<file path="src/rtl/trig_irq_pkg.sv">
package trig_irq_pkg;

  // Word index of each register (byte offset / 4).
  localparam int IDX_ENABLE = 0;
  localparam int IDX_STATUS = 1;
  localparam int IDX_SMODE  = 2;
  localparam int IDX_SPOL   = 3;
  localparam int IDX_OMODE  = 4;
  localparam int IDX_OPOL   = 5;
  localparam int IDX_FORCE  = 6;

  typedef enum logic [2:0] {
    RS_ENABLE = 3'd0,
    RS_STATUS = 3'd1,
    RS_SMODE  = 3'd2,
    RS_SPOL   = 3'd3,
    RS_OMODE  = 3'd4,
    RS_OPOL   = 3'd5,
    RS_FORCE  = 3'd6,
    RS_NONE   = 3'd7
  } regSel_t;

  // Strobes from control to datapath; the data bits travel on the write bus.
  typedef struct packed {
    logic ackStb;
    logic forceStb;
  } dpStrobe_t;

endpackage

</file>
<file path="src/rtl/trig_irq_ctl.sv">
module trig_irq_ctl
  import trig_irq_pkg::*;
#(
  parameter int SRC_N  = 32,
  parameter int ADDR_W = 8
) (
  input  logic              clk,
  input  logic              rstN,
  input  logic [ADDR_W-1:0] busAddr,
  input  logic [SRC_N-1:0]  busWdata,
  input  logic              busWe,
  input  logic [SRC_N-1:0]  statusVec,
  output logic [SRC_N-1:0]  busRdata,
  output dpStrobe_t         stb,
  output logic [SRC_N-1:0]  enableVec,
  output logic [SRC_N-1:0]  srcModeVec,
  output logic [SRC_N-1:0]  srcPolVec,
  output logic              outMode,
  output logic              outPol
);

  localparam int WORD_W = ADDR_W - 2;

  logic [WORD_W-1:0] wordIdx;
  regSel_t           sel;

  assign wordIdx = busAddr[ADDR_W-1:2];

  // Address decode: aligned accesses to the seven mapped words only.
  always_comb begin
    sel = RS_NONE;
    if (busAddr[1:0] == 2'b00) begin
      case (wordIdx)
        WORD_W'(IDX_ENABLE): sel = RS_ENABLE;
        WORD_W'(IDX_STATUS): sel = RS_STATUS;
        WORD_W'(IDX_SMODE):  sel = RS_SMODE;
        WORD_W'(IDX_SPOL):   sel = RS_SPOL;
        WORD_W'(IDX_OMODE):  sel = RS_OMODE;
        WORD_W'(IDX_OPOL):   sel = RS_OPOL;
        WORD_W'(IDX_FORCE):  sel = RS_FORCE;
        default:             sel = RS_NONE;
      endcase
    end
  end

  // Configuration registers.
  always_ff @(posedge clk or negedge rstN) begin
    if (!rstN) begin
      enableVec  <= '0;
      srcModeVec <= '1;
      srcPolVec  <= '1;
      outMode    <= 1'b0;
      outPol     <= 1'b0;
    end else if (busWe) begin
      case (sel)
        RS_ENABLE: enableVec  <= busWdata;
        RS_SMODE:  srcModeVec <= busWdata;
        RS_SPOL:   srcPolVec  <= busWdata;
        RS_OMODE:  outMode    <= busWdata[0];
        RS_OPOL:   outPol     <= busWdata[0];
        default: ;
      endcase
    end
  end

  // Strobes for the write-one registers held in the datapath.
  always_comb begin
    stb          = '0;
    stb.ackStb   = busWe && (sel == RS_STATUS);
    stb.forceStb = busWe && (sel == RS_FORCE);
  end

  // Read multiplexer.
  always_comb begin
    case (sel)
      RS_ENABLE: busRdata = enableVec;
      RS_STATUS: busRdata = statusVec;
      RS_SMODE:  busRdata = srcModeVec;
      RS_SPOL:   busRdata = srcPolVec;
      RS_OMODE:  busRdata = SRC_N'(outMode);
      RS_OPOL:   busRdata = SRC_N'(outPol);
      default:   busRdata = '0;
    endcase
  end

endmodule

</file>
<file path="src/rtl/trig_irq_dp.sv">
module trig_irq_dp
  import trig_irq_pkg::*;
#(
  parameter int SRC_N       = 32,
  parameter int SYNC_STAGES = 2
) (
  input  logic             clk,
  input  logic             rstN,
  input  logic [SRC_N-1:0] irqIn,
  input  dpStrobe_t        stb,
  input  logic [SRC_N-1:0] wdata,
  input  logic [SRC_N-1:0] srcModeVec,
  input  logic [SRC_N-1:0] srcPolVec,
  input  logic [SRC_N-1:0] enableVec,
  input  logic             outMode,
  input  logic             outPol,
  output logic [SRC_N-1:0] statusVec,
  output logic             irqOut
);

  localparam int LAST = SYNC_STAGES - 1;

  logic [SRC_N-1:0] pendVec;
  logic [SRC_N-1:0] pendPrev;
  logic             anyPend;
  logic             newEvt;
  logic             activeReg;

  for (genvar i = 0; i < SRC_N; i++) begin : g_src
    logic [SYNC_STAGES-1:0] chain;
    logic                   prevBit;
    logic                   syncBit;
    logic                   riseHit;
    logic                   fallHit;
    logic                   edgeHit;
    logic                   levelHit;
    logic                   setBit;
    logic                   clrBit;
    logic                   latchBit;

    // Synchronizer plus one history flop for edge detection.
    always_ff @(posedge clk or negedge rstN) begin
      if (!rstN) begin
        chain   <= '0;
        prevBit <= 1'b0;
      end else begin
        chain   <= {chain[LAST-1:0], irqIn[i]};
        prevBit <= chain[LAST];
      end
    end

    assign syncBit  = chain[LAST];
    assign riseHit  = syncBit & ~prevBit;
    assign fallHit  = ~syncBit & prevBit;
    assign edgeHit  = srcModeVec[i] & (srcPolVec[i] ? riseHit : fallHit);
    assign levelHit = ~srcModeVec[i] & (syncBit == srcPolVec[i]);
    assign setBit   = edgeHit | (stb.forceStb & wdata[i]);
    assign clrBit   = stb.ackStb & wdata[i];

    // Sticky event latch; a new event beats a same-cycle acknowledge.
    always_ff @(posedge clk or negedge rstN) begin
      if (!rstN) begin
        latchBit <= 1'b0;
      end else if (setBit) begin
        latchBit <= 1'b1;
      end else if (clrBit) begin
        latchBit <= 1'b0;
      end
    end

    assign statusVec[i] = latchBit | levelHit;
  end

  assign pendVec = statusVec & enableVec;
  assign anyPend = |pendVec;
  assign newEvt  = |(pendVec & ~pendPrev);

  // Output stage: level or per-event pulse, then the programmable sense.
  always_ff @(posedge clk or negedge rstN) begin
    if (!rstN) begin
      pendPrev  <= '0;
      activeReg <= 1'b0;
    end else begin
      pendPrev  <= pendVec;
      activeReg <= outMode ? newEvt : anyPend;
    end
  end

  assign irqOut = activeReg ^ outPol;

endmodule

</file>
<file path="src/rtl/trig_irq_ctrl.sv">
module trig_irq_ctrl
  import trig_irq_pkg::*;
#(
  parameter int SRC_N       = 32,
  parameter int ADDR_W      = 8,
  parameter int SYNC_STAGES = 2
) (
  input  logic              clk,
  input  logic              rstN,
  input  logic [ADDR_W-1:0] busAddr,
  input  logic [SRC_N-1:0]  busWdata,
  input  logic              busWe,
  output logic [SRC_N-1:0]  busRdata,
  input  logic [SRC_N-1:0]  irqIn,
  output logic              irqOut
);

  dpStrobe_t        stb;
  logic [SRC_N-1:0] statusVec;
  logic [SRC_N-1:0] enableVec;
  logic [SRC_N-1:0] srcModeVec;
  logic [SRC_N-1:0] srcPolVec;
  logic             outMode;
  logic             outPol;

  trig_irq_ctl #(.SRC_N(SRC_N), .ADDR_W(ADDR_W)) uCtl (
    .clk        (clk),
    .rstN       (rstN),
    .busAddr    (busAddr),
    .busWdata   (busWdata),
    .busWe      (busWe),
    .statusVec  (statusVec),
    .busRdata   (busRdata),
    .stb        (stb),
    .enableVec  (enableVec),
    .srcModeVec (srcModeVec),
    .srcPolVec  (srcPolVec),
    .outMode    (outMode),
    .outPol     (outPol)
  );

  trig_irq_dp #(.SRC_N(SRC_N), .SYNC_STAGES(SYNC_STAGES)) uDp (
    .clk        (clk),
    .rstN       (rstN),
    .irqIn      (irqIn),
    .stb        (stb),
    .wdata      (busWdata),
    .srcModeVec (srcModeVec),
    .srcPolVec  (srcPolVec),
    .enableVec  (enableVec),
    .outMode    (outMode),
    .outPol     (outPol),
    .statusVec  (statusVec),
    .irqOut     (irqOut)
  );

endmodule

</file>
<file path="config.mk">
export PLATFORM = sky130hd
export DESIGN_NAME = trig_irq_ctrl
export DESIGN_NICKNAME = d
export VERILOG_FILES = /design/src/rtl/trig_irq_pkg.sv /design/src/rtl/trig_irq_ctl.sv /design/src/rtl/trig_irq_dp.sv /design/src/rtl/trig_irq_ctrl.sv
export SDC_FILE = /design/constraint.sdc
export NUM_CORES = 1
export LEC_CHECK = 0
export ABC_CLOCK_PERIOD_IN_PS = 1800
export BUFFER_PORTS_ARGS = -buffer_cell sky130_fd_sc_hd__buf_2
export CAP_MARGIN = 20
export CORE_MARGIN = 10
export CORE_UTILIZATION = 32
export DETAILED_ROUTE_END_ITERATION = 6
export SLEW_MARGIN = 20
export SYNTH_ARGS = -nofsm -noshare
export SYNTH_HDL_FRONTEND = slang
export SYNTH_HIERARCHICAL = 1
export SYNTH_SLANG_ARGS = --single-unit
</file>
<file path="constraint.sdc">
create_clock -name clk -period 1.8 [get_ports clk]
set_input_delay 0.18 -clock clk [delete_from_list [all_inputs] [get_ports clk]]
set_output_delay 0.18 -clock clk [all_outputs]
set_load 0.02 [all_outputs]
</file>
### Word-level counts from Yosys, hierarchy flattened

Cells that the tools add are included.

| storage, ports and cells | value |
|---|---|
| bits in registers | 259 |
| logic and storage cells | 647 |
| bits of input ports | 75 |

| operators by class | value |
|---|---|
| equal/unequal tests | 44 |
| mux-type cells | 100 |
| bitwise logic cells | 356 |
| reductions and logical operators | 44 |

Operator list:

| cell | count |
|---|---|
| bitwise AND 1 bit | 192 |
| one-hot mux 32 bit (6 select lines) | 1 |
| two-way mux 1 bit | 97 |
| inverter 1 bit | 96 |
| bitwise AND 32 bit | 2 |
| OR 1 bit | 64 |
| nonzero test 2 bit | 32 |
| OR reduction 32 bit | 2 |
| == test 1 bit | 32 |
| inverter 32 bit | 1 |
| one-hot mux 3 bit (7 select lines) | 1 |
| == test 6 x 3 -> 1 bit (second input constant) | 3 |
| == test 6 x 2 -> 1 bit (second input constant) | 2 |
| AND reduction 2 bit | 5 |
| == test 3 bit (second input constant) | 3 |
| == test 3 x 2 -> 1 bit (second input constant) | 2 |
| == test 6 x 1 -> 1 bit (second input constant) | 1 |
| zero test 6 bit | 1 |
| == test 3 x 1 -> 1 bit (second input constant) | 1 |
| zero test 3 bit | 1 |
| two-way mux 3 bit | 1 |
| logical AND 1 bit | 2 |
| zero test 2 bit | 1 |
| bitwise XOR 1 bit | 1 |

### Depth between registers and ports, before layout

Gate-level depths: netlist (run 1).

| depth | value |
|---|---|
| word-level depth | 8 |
| mapped depth | 8 |

### Modules after synthesis

Netlist (run 1), hierarchy kept.

By module, submodules not included:

| module | cells an instance | sequential area each (sq um) | area each (sq um) | instances |
|---|---|---|---|---|
| trig_irq_dp | 582 | 4028.9 | 6623.9 | 1 |
| trig_irq_ctl | 301 | 2532.4 | 5082.4 | 1 |

### Least setup slack after synthesis (run 1)

Ideal clock, no wire load.

| timing | value |
|---|---|
| path type | input to register |
| start point | input port busAddr[2] |
| end point | register uDp.g_src[10].latchBit |
| arrival time | 2.205 ns |
| stages | 8 |
| path slack | -0.532 ns |
| path through | buf_2 > buf_1 > inv_1 > nor4_1 > clkbuf_1 > nand2_1 > a222oi_1 > inv_1 |

RTL lines:

| element | RTL line | source |
|---|---|---|
| start: declaration | trig_irq_ctrl.sv:10 | `input logic [ADDR_W-1:0] busAddr,` |
| end signal: assignment | trig_irq_dp.sv:63 | `latchBit <= 1'b0;` |
| end signal: assignment | trig_irq_dp.sv:65 | `latchBit <= 1'b1;` |
| end signal: assignment | trig_irq_dp.sv:67 | `latchBit <= 1'b0;` |
| end: declaration | trig_irq_dp.sv:39 | `logic latchBit;` |

### Final worst setup path (run 1)

| timing | value |
|---|---|
| start point | register uCtl.srcPolVec[0] |
| end point | output port busRdata[0] |

| on the way | value |
|---|---|
| longest elaborated chain between the ends | 4 |

Ends and longest elaborated chain:

| element | RTL line | source |
|---|---|---|
| start: declaration | trig_irq_ctl.sv:17 | `output logic [SRC_N-1:0] srcPolVec,` |
| start signal: assignment | trig_irq_ctl.sv:58 | `RS_SPOL: srcPolVec <= busWdata;` |
| == test 1 bit | trig_irq_dp.sv:56 | `assign levelHit = ~srcModeVec[i] & (syncBit == srcPolVec[i]);` |
| bitwise AND 1 bit | trig_irq_dp.sv:56 |  |
| OR 1 bit | trig_irq_dp.sv:71 | `assign statusVec[i] = latchBit \| levelHit;` |
| named net statusVec[0] | trig_irq_ctrl.sv:19 | `logic [SRC_N-1:0] statusVec;` |
| one-hot mux 32 bit (6 select lines) | trig_irq_ctl.sv:75 | `case (sel)` |
| end: declaration | trig_irq_ctrl.sv:13 | `output logic [SRC_N-1:0] busRdata,` |

The timed path passes the listed nets, and every way through them passes these cells.

==> impl_results.md, run 1 <==
* Layout area overhead at 49.6%
* CP startpoint: uCtl/srcPolVec[0]$_DFFE_PN1P_
* Post-DR wirelength/cell at 18.9 µm
* Failing checks: setup timing
* CP Data Arrival Time at 2.32 ns
* Initial Util at 32.7%
* Asr flop ratio synth at 100%
* Register area share after synthesis at 56.0%
* Final Instance Area at 17500 µm²
* Htree depth at 1
* Drt pass-1 iters at 7
* Reg-to-Reg End: uDp/activeReg$_DFF_PN0_
* Syn Std Cell Area at 11700 µm²
* Worst slew margin at 39.1%
* Critical Path Max Stage Delay at 0.54 ns
* Fin crit share at 139%
* Max Cap Viol at 0
* Static Leak at 8.09 nW
* Max Fclk at 0.400 GHz
* Most frequent cells in the layout: buf_4, dfrtp_1, nand2_1
* CTS tree: done
* Core area at 35800 µm²
* Layout cell share with drive strength beyond 1 at 54.7%
* Setup WS post-layout at -0.699 ns
* Largest net degree at the start of global routing at 52
* Reg2reg path depth at 8
* Critical Path RT at 1.62 ns
* Die span in x at 211 µm
* Clk slew on worst S/H paths at 0.06 ns
* Post-synth top flop: dfrtp_1
* PwrDens at 905 nW/µm²
* Netlist cell types at 46
* Syn avg cell area at 13.3 µm²
* Post-synth EDFFs at 0
* Slowest CP cell: dfstp_2
* First-pass GRT wire length at 53.8 mm
* All-Layer GR Usage at 15.3%
* Clk buf depth at 3
* Die ar. at 44600 µm²
* Number of global-route vias before repair at 9579
* Initial antenna violation count at 3
* #FFs+latches synth at 259
* Top post-synthesis cells by area: dfrtp_1, dfstp_2, mux2_4, mux4_2, mux2_2
* Slew Viols, Final at 0
* Grt total ovfl at 0
* Setup crit end kind: output port
* Die Y at 211 µm
* Worst hold path type: primary input to asynchronous set/reset pin
* Worst R2R Start: uCtl/srcPolVec[28]$_DFFE_PN1P_
* Final Util at 48.9%
* Least-Margin Pin Slew at 0.901 ns
* Most common cell after layout, fill and taps aside: buf_4
* Total Nets Final at 1397
* Dominant cell type by area after synthesis: dfrtp_1
* Worst-path cell chain: xor2_1, o21bai_1, buf_4, mux2i_1, mux4_2, nor3_2, buf_4
* CP max FO at 2
* Vias per cell at 4.88
* Final Hold Viols at 0
* Run status: finished with violations
* Reg2Reg Setup Slack at -0.47 ns
* Dpl hpwl at 23.5 mm
* Final GP Congestion at 0.812
* Final ANT Viol Nets at 0
* Clock root buffer: clkbuf_16
* Fin crit period at 2.50 ns
* IO Pins at 108
* Clk_lat worst skew at 0.57 ns
* Ys Warns at 6
* Critical Path Most Common Cell: buf_4
* DP Area at 14400 µm²
* Final Routed Wirelength at 34.1 mm
* Iter 0 DRT Violations at 662
* Buffers added on ports at 107
* # rows at 69
* Post-Syn Instances at 883
* Top-area cell type share of the netlist area at 41.7%
* Routed via count at 8826
* Final Skew at 0.0210 ns
* TritonCTS buffer count at 29
* Power Total at 15.8 mW
* Critical path class: flip-flop to output port
* Critical path launch point type: flip-flop
* Clock Sinks at 259
* DRC errors left at 0
* Max rail drop VDD at 0.651 mV
* RSZ-0062 raised after global routing: yes
* Final setup viols at 33
* Syn nets at 958
==> worst max path at each step <==
stage | to | slack, ns | depth (start not counted)
2_1_floorplan | uCtl/enableVec[0]$_DFFE_PN0P_ | -0.21 | 6
3_3_place_gp | uDp/activeReg$_DFF_PN0_ | -0.35 | 7
3_5_place_dp | uDp/g_src[9].latchBit$_DFFE_PN0P_ | -0.38 | 8
4_1_cts | busRdata[0] | -0.73 | 7
5_1_grt | busRdata[0] | -0.79 | 7
6_report | busRdata[0] | -0.70 | 7
==> through the flow <==
stage	setup slack, ns	hold WS, ns	TNS (ns)	cells
floorplan	-0.206	-0.116	-22.81	883
global placement	-0.348	0.150	-35.32	1616
detailed placement	-0.378	0.147	-38.33	1616
CTS	-0.731	0.128	-19.57	1811
global route	-0.789	0.164	-20.79	1808
finish	-0.699	0.124	-18.44	1808
==> worst max-delay path, delay by kind of cell, from the launching register on <==
| family | cells | cell delay (ns) |
|---|---|---|
| multiplexers | 2 | 0.51 |
| AND/OR/NAND/NOR | 1 | 0.14 |
| buffers and inverters | 2 | 0.31 |
| AO/OA/AOI/OAI | 1 | 0.18 |
| flip-flops | 1 | 0.54 |
| XOR/XNOR | 1 | 0.08 |
==> cell usage after synthesis, types with 14 or more instances <==
cell and number:
nor2b_1 34, mux2_2 38, nand2_1 88, mux4_2 32
o21bai_1 21, mux2_4 60, nor2_1 23, nand3b_1 32
nor4b_1 21, a222oi_1 31, xor2_1 23, o21ai_0 22
dfstp_2 64, inv_1 38, dfrtp_1 195, and2_1 21
nor4_1 14
==> per-layer routing <==
metal	wire (µm)	track usage (%)	share of wire, %
met5	9	0	0.026
met4	791	4.47	2.3
met1	14900	19.4	44
met2	17000	26.1	50
met3	1500	2.92	4.4
==> what timing repair did <==
item	CTS	global route
setup buffers	85	16
resized for setup	139	60
hold buffers	65	0
gates cloned	0	0
pin swaps	53	46
setup endpoints to repair	33	35
hold endpoints to repair	360	0
==> power breakdown <==
group	switching (mW)	internal, mW	leakage (nW)	total, mW
sequential	0.327	6.34	3.11	6.67
combinational	1.08	1.66	4.46	2.74
clock	2.44	4.00	0.522	6.44
total	3.85	12.0	8.09	15.8
==> logic make-up (layout without fill, tap and decap cells) <==
logic type                count (synthesis)  count (layout)  share of synthesized area, %
and+or+nand+nor                         286             286                          13.9
DFF                                     259             259                          56.0
muxes                                   142             142                          18.5
AOI/OAI and AO/OA                       105             105                          6.85
buffers and inverters                    68             530                          2.92
xor gates and xnor gates                 23              23                          1.72
other                                     0               2                             0
==> sequential cells by signal, indices dropped and copies added (netlist names), 32 cells and up <==
name / flops
uCtl/enableVec: 32
uCtl/srcModeVec: 32
uCtl/srcPolVec: 32
uDp/g_src.chain: 64
uDp/g_src.latchBit: 32
uDp/g_src.prevBit: 32
uDp/pendPrev: 32
==> final cells by class <==
class                      count  area, µm²
antenna                        2       5.00
clock buffer                  40        847
clock inverter                14        205
fill                        3099      18300
inverter                      38        143
multi-input combinational    556       5540
sequential                   259       6560
tap                          461        577
timing repair buffer         438       3640
Note: power is estimated with default switching activity, not from simulation.
==> run 2, diff against run 1 <==
--- a/config.mk
+++ b/config.mk
@@ -9,8 +9,9 @@
 export BUFFER_PORTS_ARGS = -buffer_cell sky130_fd_sc_hd__buf_2
 export CAP_MARGIN = 20
 export CORE_MARGIN = 10
-export CORE_UTILIZATION = 32
+export CORE_UTILIZATION = 54
 export DETAILED_ROUTE_END_ITERATION = 6
+export PLACE_DENSITY = 0.76
 export SLEW_MARGIN = 20
 export SYNTH_ARGS = -nofsm -noshare
 export SYNTH_HDL_FRONTEND = slang
==> run 2 against run 1 <==
Core utilization up 30 points. Global-route usage up 8.3 points. Maximum frequency up 1.0%. Total power down 0.85%. Worst hold slack better by 0.075 ns. Combinational power down 4%. First-iteration DRC count up 67%. Clock skew down 0.0061 ns. The run still ends with setup timing left. Non-clock buffer count down 47. Final cell count down 13%.
==> impl_results.md, run 2 (same netlist as run 1, synthesis figures left out) <==
* Setup WS post-layout at -0.674 ns (+0.0250 ns)
* RSZ-0062 raised after global routing: yes
* Most common cell after layout, fill and taps aside: buf_4
* Max rail drop VDD at 0.955 mV (+47%)
* Die span in x at 167 µm (-21%)
* Die Y at 167 µm (-21%)
* Clk slew on worst S/H paths at 0.06 ns (about the same)
* Fin crit share at 137% (-1.4 points)
* Final Util at 79.1% (+30 points)
* Number of flip-flops in the largest register at 64 (unchanged)
* Run status: finished with violations
* Critical path class: flip-flop to output port
* TritonCTS buffer count at 28 (-3.4%)
* Static Leak at 7.79 nW (-3.7%)
* CP Depth at 6 (-1)
* Final ANT Viol Nets at 0 (unchanged)
* # rows at 53 (-23%)
* Layout cell share with drive strength beyond 1 at 51.8% (-2.9 points)
* Top reg by flops: uDp/g_src.chain
* Max Cap Viol at 0 (unchanged)
* GR met2 Demand/Resource at 41.4% (+15 points)
* Most frequent cells in the layout: buf_4, dfrtp_1, nand2_1
* Met3 Track Usage GR at 4.56% (+1.6 points)
* Slowest CP cell: dfstp_2
* Fin crit period at 2.47 ns (-0.0250 ns)
* Worst slew margin at 48.8% (+9.7 points)
* All-Layer GR Usage at 23.7% (+8.3 points)
* Final Hold Viols at 0 (unchanged)
* Iter 0 DRT Violations at 1103 (+67%)
* Critical path launch point type: flip-flop
* Number of global-route vias before repair at 9875 (+3.1%)
* Clock root buffer: clkbuf_16
* Crit path buf inv count at 1 (-1)
* Reg2reg path depth at 8 (unchanged)
* Clk buf depth at 3 (unchanged)
* Max Fclk at 0.404 GHz (+1.0%)
* DRC errors left at 0 (unchanged)
* Initial antenna violation count at 2 (-1)
* CP startpoint: uCtl/srcPolVec[15]$_DFFE_PN1P_
* Setup crit end kind: output port
* Htree depth at 1 (unchanged)
* Vias per cell at 5.96 (+22%)
* Final Routed Wirelength at 37.9 mm (+11%)
* Failing checks: setup timing
* Layout area overhead at 43.0%
* Final Skew at 0.0149 ns (-0.00606 ns)
* Critical Path Max Stage Delay at 0.54 ns (about the same)
* Initial Util at 55.3% (+23 points)
* Setup_tns at -19.13 ns (-0.686 ns)
* PwrDens at 939 nW/µm² (+3.8%)
* CP Data Arrival Time at 2.29 ns (-0.03 ns)
* Die ar. at 28000 µm² (-37%)
* Routed via count at 9376 (+6.2%)
* CTS tree: done
* Met1 Track Usage GR at 28.6% (+9.2 points)
* Core area at 21200 µm² (-41%)
* Buffers added on ports at 107 (unchanged)
* Largest net degree at the start of global routing at 66 (+27%)
* Post-DR wirelength/cell at 24.1 µm (+28%)
* Grt total ovfl at 0 (unchanged)
* Critical Path RT at 1.62 ns (about the same)
* GR peak layer: met2
* Critical Path Most Common Cell: or2_4
* # fillers at 1097 (-65%)
* Clock Sinks at 259 (unchanged)
* Total Nets Final at 1349 (-3.4%)
* CP max FO at 2 (unchanged)
* First-pass GRT wire length at 54.1 mm (+0.62%)
* Worst R2R Start: uCtl/srcPolVec[28]$_DFFE_PN1P_
* Worst hold path type: primary input to asynchronous set/reset pin
* Drt pass-1 iters at 6 (-1)
* Slew Viols, Final at 0 (unchanged)
* Dpl hpwl at 21.8 mm (-7.5%)
* Final GP Congestion at 0.874 (+7.6%)
* Least-Margin Pin Slew at 0.757 ns (-0.144 ns)
* Final setup viols at 33 (unchanged)
* Worst-path cell chain: or2_4, a21oi_4, or2_4, mux4_2, nor2b_4, buf_6
* Final Hold Slack at 0.199 ns (+0.0754 ns)
* IO Pins at 108 (unchanged)
* Top Family by Delay on Critical Path: flip-flops
* Clk_lat worst skew at 0.55 ns (-0.02 ns)
-- run 2: changes by cell type in the layout (fill, tap and decap cells not counted), moves of 3 or more --
cell      before  now
buf_4        240  210
clkbuf_1       3    8
buf_6         41   23
buf_2         74   77
clkinv_2       6    2
nor2b_1        5   14
nor2b_4       29   20
-- run 2: power breakdown --
part           total (mW)  switching, mW  internal (mW)
combinational        2.64           1.15           1.48
clock                6.33           2.38           3.95
sequential           6.74          0.398           6.34
total                15.7           3.93           11.8
-- run 2: path summary, 6_finish.rpt --
kind                                                    end  slack (ns)
max in group asynchronous    uCtl/srcPolVec[12]$_DFFE_PN1P_        0.84
setup / recovery                               busRdata[15]       -0.67
setup reg to reg                    uDp/activeReg$_DFF_PN0_       -0.49
hold / removal               uCtl/enableVec[11]$_DFFE_PN0P_        0.20
hold reg to reg            uDp/g_src[20].chain[1]$_DFF_PN0_        0.34
min in group clk           uDp/g_src[20].chain[0]$_DFF_PN0_        0.27
-- run 2: layout make-up --
class	instances	area [µm²]	area share, %
Sequential cell	259	6560	39.2
Tap cell	275	344	2.06
Timing Repair Buffer	391	3190	19.0
Clock buffer	44	852	5.09
Multi-Input combinational cell	556	5480	32.7
Clock inverter	8	169	1.01
Antenna cell	2	5.00	0.0299
Inverter	38	143	0.852
-- run 2: worst register-to-register path, delay by kind of cell (launching register included) --
| family | cells | cell delay (ns) |
|---|---|---|
| flip-flops | 1 | 0.59 |
| buffers and inverters | 2 | 0.30 |
| AND/OR/NAND/NOR | 3 | 0.66 |
| XOR/XNOR | 1 | 0.17 |
| AO/OA/AOI/OAI | 2 | 0.46 |
-- run 2: stage by stage --
stage / setup slack, ns / instance area, µm² / total power, mW / cells
6_report: -0.674 / 16700 / 15.7 / 1573
5_1_grt: -0.770 / 16700 / 16.2 / 1572
4_1_cts: -0.687 / 16400 / 15.4 / 1566
3_5_place_dp: -0.426 / 14000 / 8.79 / 1403
3_3_place_gp: -0.426 / 14000 / 8.71 / 1403
2_1_floorplan: -0.206 / 11900 / 7.73 / 883
-- run 2: per-layer routing --
layer,vias up,wire length (µm)
met4,0,1460
met5,-,0
met1,4747,14000
met3,125,2920
met2,520,19500
li1,3984,-
-- run 2: repair_timing --
| action | CTS | global route |
|---|---|---|
| resized for setup | 96 | 60 |
| endpoints found under the setup margin | 33 | 33 |
| pin swaps | 37 | 34 |
| buffers inserted | 46 | 18 |
| endpoints found under the hold margin | 219 | 0 |
| hold buffers | 65 | 0 |
| gates cloned | 0 | 0 |
==> run 3, diff against run 2 <==
--- a/config.mk
+++ b/config.mk
@@ -6,12 +6,13 @@
 export NUM_CORES = 1
 export LEC_CHECK = 0
 export ABC_CLOCK_PERIOD_IN_PS = 1800
-export BUFFER_PORTS_ARGS = -buffer_cell sky130_fd_sc_hd__buf_2
+export BUFFER_PORTS_ARGS = -buffer_cell sky130_fd_sc_hd__buf_4
 export CAP_MARGIN = 20
 export CORE_MARGIN = 10
 export CORE_UTILIZATION = 54
 export DETAILED_ROUTE_END_ITERATION = 6
 export PLACE_DENSITY = 0.76
+export SKIP_CTS_REPAIR_TIMING = 1
 export SLEW_MARGIN = 20
 export SYNTH_ARGS = -nofsm -noshare
 export SYNTH_HDL_FRONTEND = slang
==> constraint.sdc (replaced) <==
create_clock -name clk -period 1.8 [get_ports clk]
set_input_delay 0.09 -clock clk [delete_from_list [all_inputs] [get_ports clk]]
set_output_delay 0.09 -clock clk [all_outputs]
set_load 0.02 [all_outputs]
==> run 3 against run 2 <==
The flow finishes with violations (DRC, setup timing). Clock power decreased by 9.6%. Total power decreased by 5.8%. Final cell count decreased by 3.2%. Core utilization decreased by 2.5 points. Count of clock-buffer cells in the layout decreased by 1. Global-route usage decreased by 2.6 points. Sequential power about the same. Via count decreased by 5.3%. Die area unchanged. Critical endpoint is now busRdata[0]. Largest cell class unchanged. Largest power group unchanged.
==> impl_results.md, run 3 (same netlist as run 1, synthesis figures left out) <==
* Number of global-route vias before repair at 8867 (-10%)
* Failing checks: DRC, setup timing
* Final ANT Viol Nets at 0 (unchanged)
* Total Nets Final at 1301 (-3.6%)
* Routed via count at 8878 (-5.3%)
* Buffers added on ports at 107 (unchanged)
* Initial Util at 55.3% (unchanged)
* CTS tree: done
* RSZ-0062 raised after global routing: yes
* Crit path buf inv count at 1 (unchanged)
* Final Instance Area at 16200 µm² (-3.1%)
* Final Routed Wirelength at 33.5 mm (-12%)
* Layout area overhead at 38.5%
* Final setup viols at 33 (unchanged)
* Final GP Congestion at 0.884 (+1.1%)
* Die Y at 167 µm (unchanged)
* Static Leak at 7.52 nW (-3.5%)
* Top Family by Delay on Critical Path: multiplexers
* Top reg by flops: uDp/g_src.chain
* Max rail drop VDD at 0.667 mV (-30%)
* Initial antenna violation count at 1 (-1)
* Post-DR wirelength/cell at 22.0 µm (-8.7%)
* Iter 0 DRT Violations at 932 (-16%)
* IO Pins at 108 (unchanged)
* Critical Path Max Stage Delay at 0.50 ns (-0.04 ns)
* Setup WS post-layout at -0.641 ns (+0.0337 ns)
* Worst slew margin at 24.2% (-25 points)
* Worst hold path type: primary input to asynchronous set/reset pin
* Clock root buffer: clkbuf_16
* DRC errors left at 3 (+3)
* Largest net degree at the start of global routing at 70 (+6.1%)
* Max Cap Viol at 0 (unchanged)
* Core area at 21200 µm² (unchanged)
* Fin crit share at 136% (-1.9 points)
* Vias per cell at 5.83 (-2.2%)
* CP max FO at 4 (+2)
* Worst-path cell chain: xor2_1, o21bai_1, mux2i_1, mux4_2, nor3_4, buf_6
* Least-Margin Pin Slew at 1.12 ns (+0.363 ns)
* Drt pass-1 iters at 7 (+1)
* Layout cell share with drive strength beyond 1 at 49.0% (-2.8 points)
* Final Skew at 0.0112 ns (-0.00376 ns)
* Clk buf depth at 3 (unchanged)
* Clk_lat worst skew at 0.54 ns (about the same)
* DP Area at 14100 µm² (+0.79%)
* CP Data Arrival Time at 2.35 ns (+0.06 ns)
* Critical Path RT at 1.71 ns (+0.09 ns)
* Max Fclk at 0.410 GHz (+1.4%)
* Most frequent cells in the layout: buf_4, dfrtp_1, nand2_1
* Htree depth at 1 (unchanged)
* Most common cell after layout, fill and taps aside: buf_4
* PwrDens at 912 nW/µm² (-2.8%)
* Setup crit end kind: output port
* Fin cells at 1523 (-3.2%)
* Slowest CP cell: mux4_2
* Clock Sinks at 259 (unchanged)
* # rows at 53 (unchanged)
* Number of flip-flops in the largest register at 64 (unchanged)
* Critical path launch point type: flip-flop
* Clk slew on worst S/H paths at 0.06 ns (about the same)
* All-Layer GR Usage at 21.1% (-2.6 points)
* Die span in x at 167 µm (unchanged)
* Final Hold Viols at 0 (unchanged)
* TritonCTS buffer count at 27 (-3.6%)
* # fillers at 1189 (+8.4%)
* Critical path class: flip-flop to output port
* Slew Viols, Final at 0 (unchanged)
* Grt total ovfl at 0 (unchanged)
* Die ar. at 28000 µm² (unchanged)
* First-pass GRT wire length at 47.9 mm (-11%)
* Dpl hpwl at 21.6 mm (-0.83%)
* Fin crit period at 2.44 ns (-0.0337 ns)
* Run status: finished with violations
* Placed insts at 1392 (-0.78%)
run 3: cell count changes in the layout (fill, tap and decap cells not counted), sizes merged:
cell / change
buf: -47
diode: -1
clkinv: +1
bufinv: -2
clkbuf: -1
run 3: power breakdown:
group	internal [mW]	switching [mW]	leakage [nW]
sequential	6.34	0.365	3.11
clock	3.45	2.27	0.446
combinational	1.36	1.01	3.96
total	11.1	3.65	7.52
run 3: worst paths after layout:
path | from | end | slack [ns] | depth (start not counted)
min reg2reg | uDp/g_src[28].chain[0]$_DFF_PN0_ | uDp/g_src[28].chain[1]$_DFF_PN0_ | 0.35 | 0
max in group asynchronous | rstN | uCtl/srcPolVec[14]$_DFFE_PN1P_ | 0.94 | 3
max reg2reg | uCtl/srcPolVec[17]$_DFFE_PN1P_ | uDp/activeReg$_DFF_PN0_ | -0.42 | 8
max | uDp/g_src[0].chain[1]$_DFF_PN0_ | busRdata[0] | -0.64 | 6
min in group clk | busAddr[3] | uCtl/outMode$_DFFE_PN0P_ | 0.11 | 3
min | rstN | uDp/g_src[18].chain[0]$_DFF_PN0_ | 0.06 | 2
run 3: area by class of cell:
| class | instances | area (µm²) | share of cell area (%) |
|---|---|---|---|
| diodes | 1 | 2.50 | 0.0154 |
| clock buffers | 43 | 796 | 4.91 |
| clock inverters | 7 | 114 | 0.702 |
| inverters | 38 | 143 | 0.880 |
| multi-input cells | 556 | 5260 | 32.5 |
| flip-flops and latches | 259 | 6560 | 40.5 |
| well taps | 275 | 344 | 2.12 |
| repair buffers | 344 | 2990 | 18.4 |
run 3: per-stage QoR:
step	worst slack (ns)	hold WS [ns]	util [%]	setup TNS, ns	power, mW
6_report	-0.641	0.0618	76.7	-16.28	14.8
4_1_cts	-0.724	-0.534	70.9	-18.07	14.5
3_3_place_gp	-0.355	0.0274	66.6	-17.77	8.72
5_1_grt	-0.683	0.0875	76.7	-18.02	15.3
3_5_place_dp	-0.438	0.0308	66.6	-19.05	8.80
2_1_floorplan	-0.116	-0.206	-	-8.41	7.72
run 3: routing by layer:
metal,vias to the layer above,track usage (%),routed length [µm]
met1,4591,27.7,13600
met5,-,0,0
met4,0,6.78,1050
met3,79,4.33,2160
met2,331,34.4,16700
li1,3877,-,-
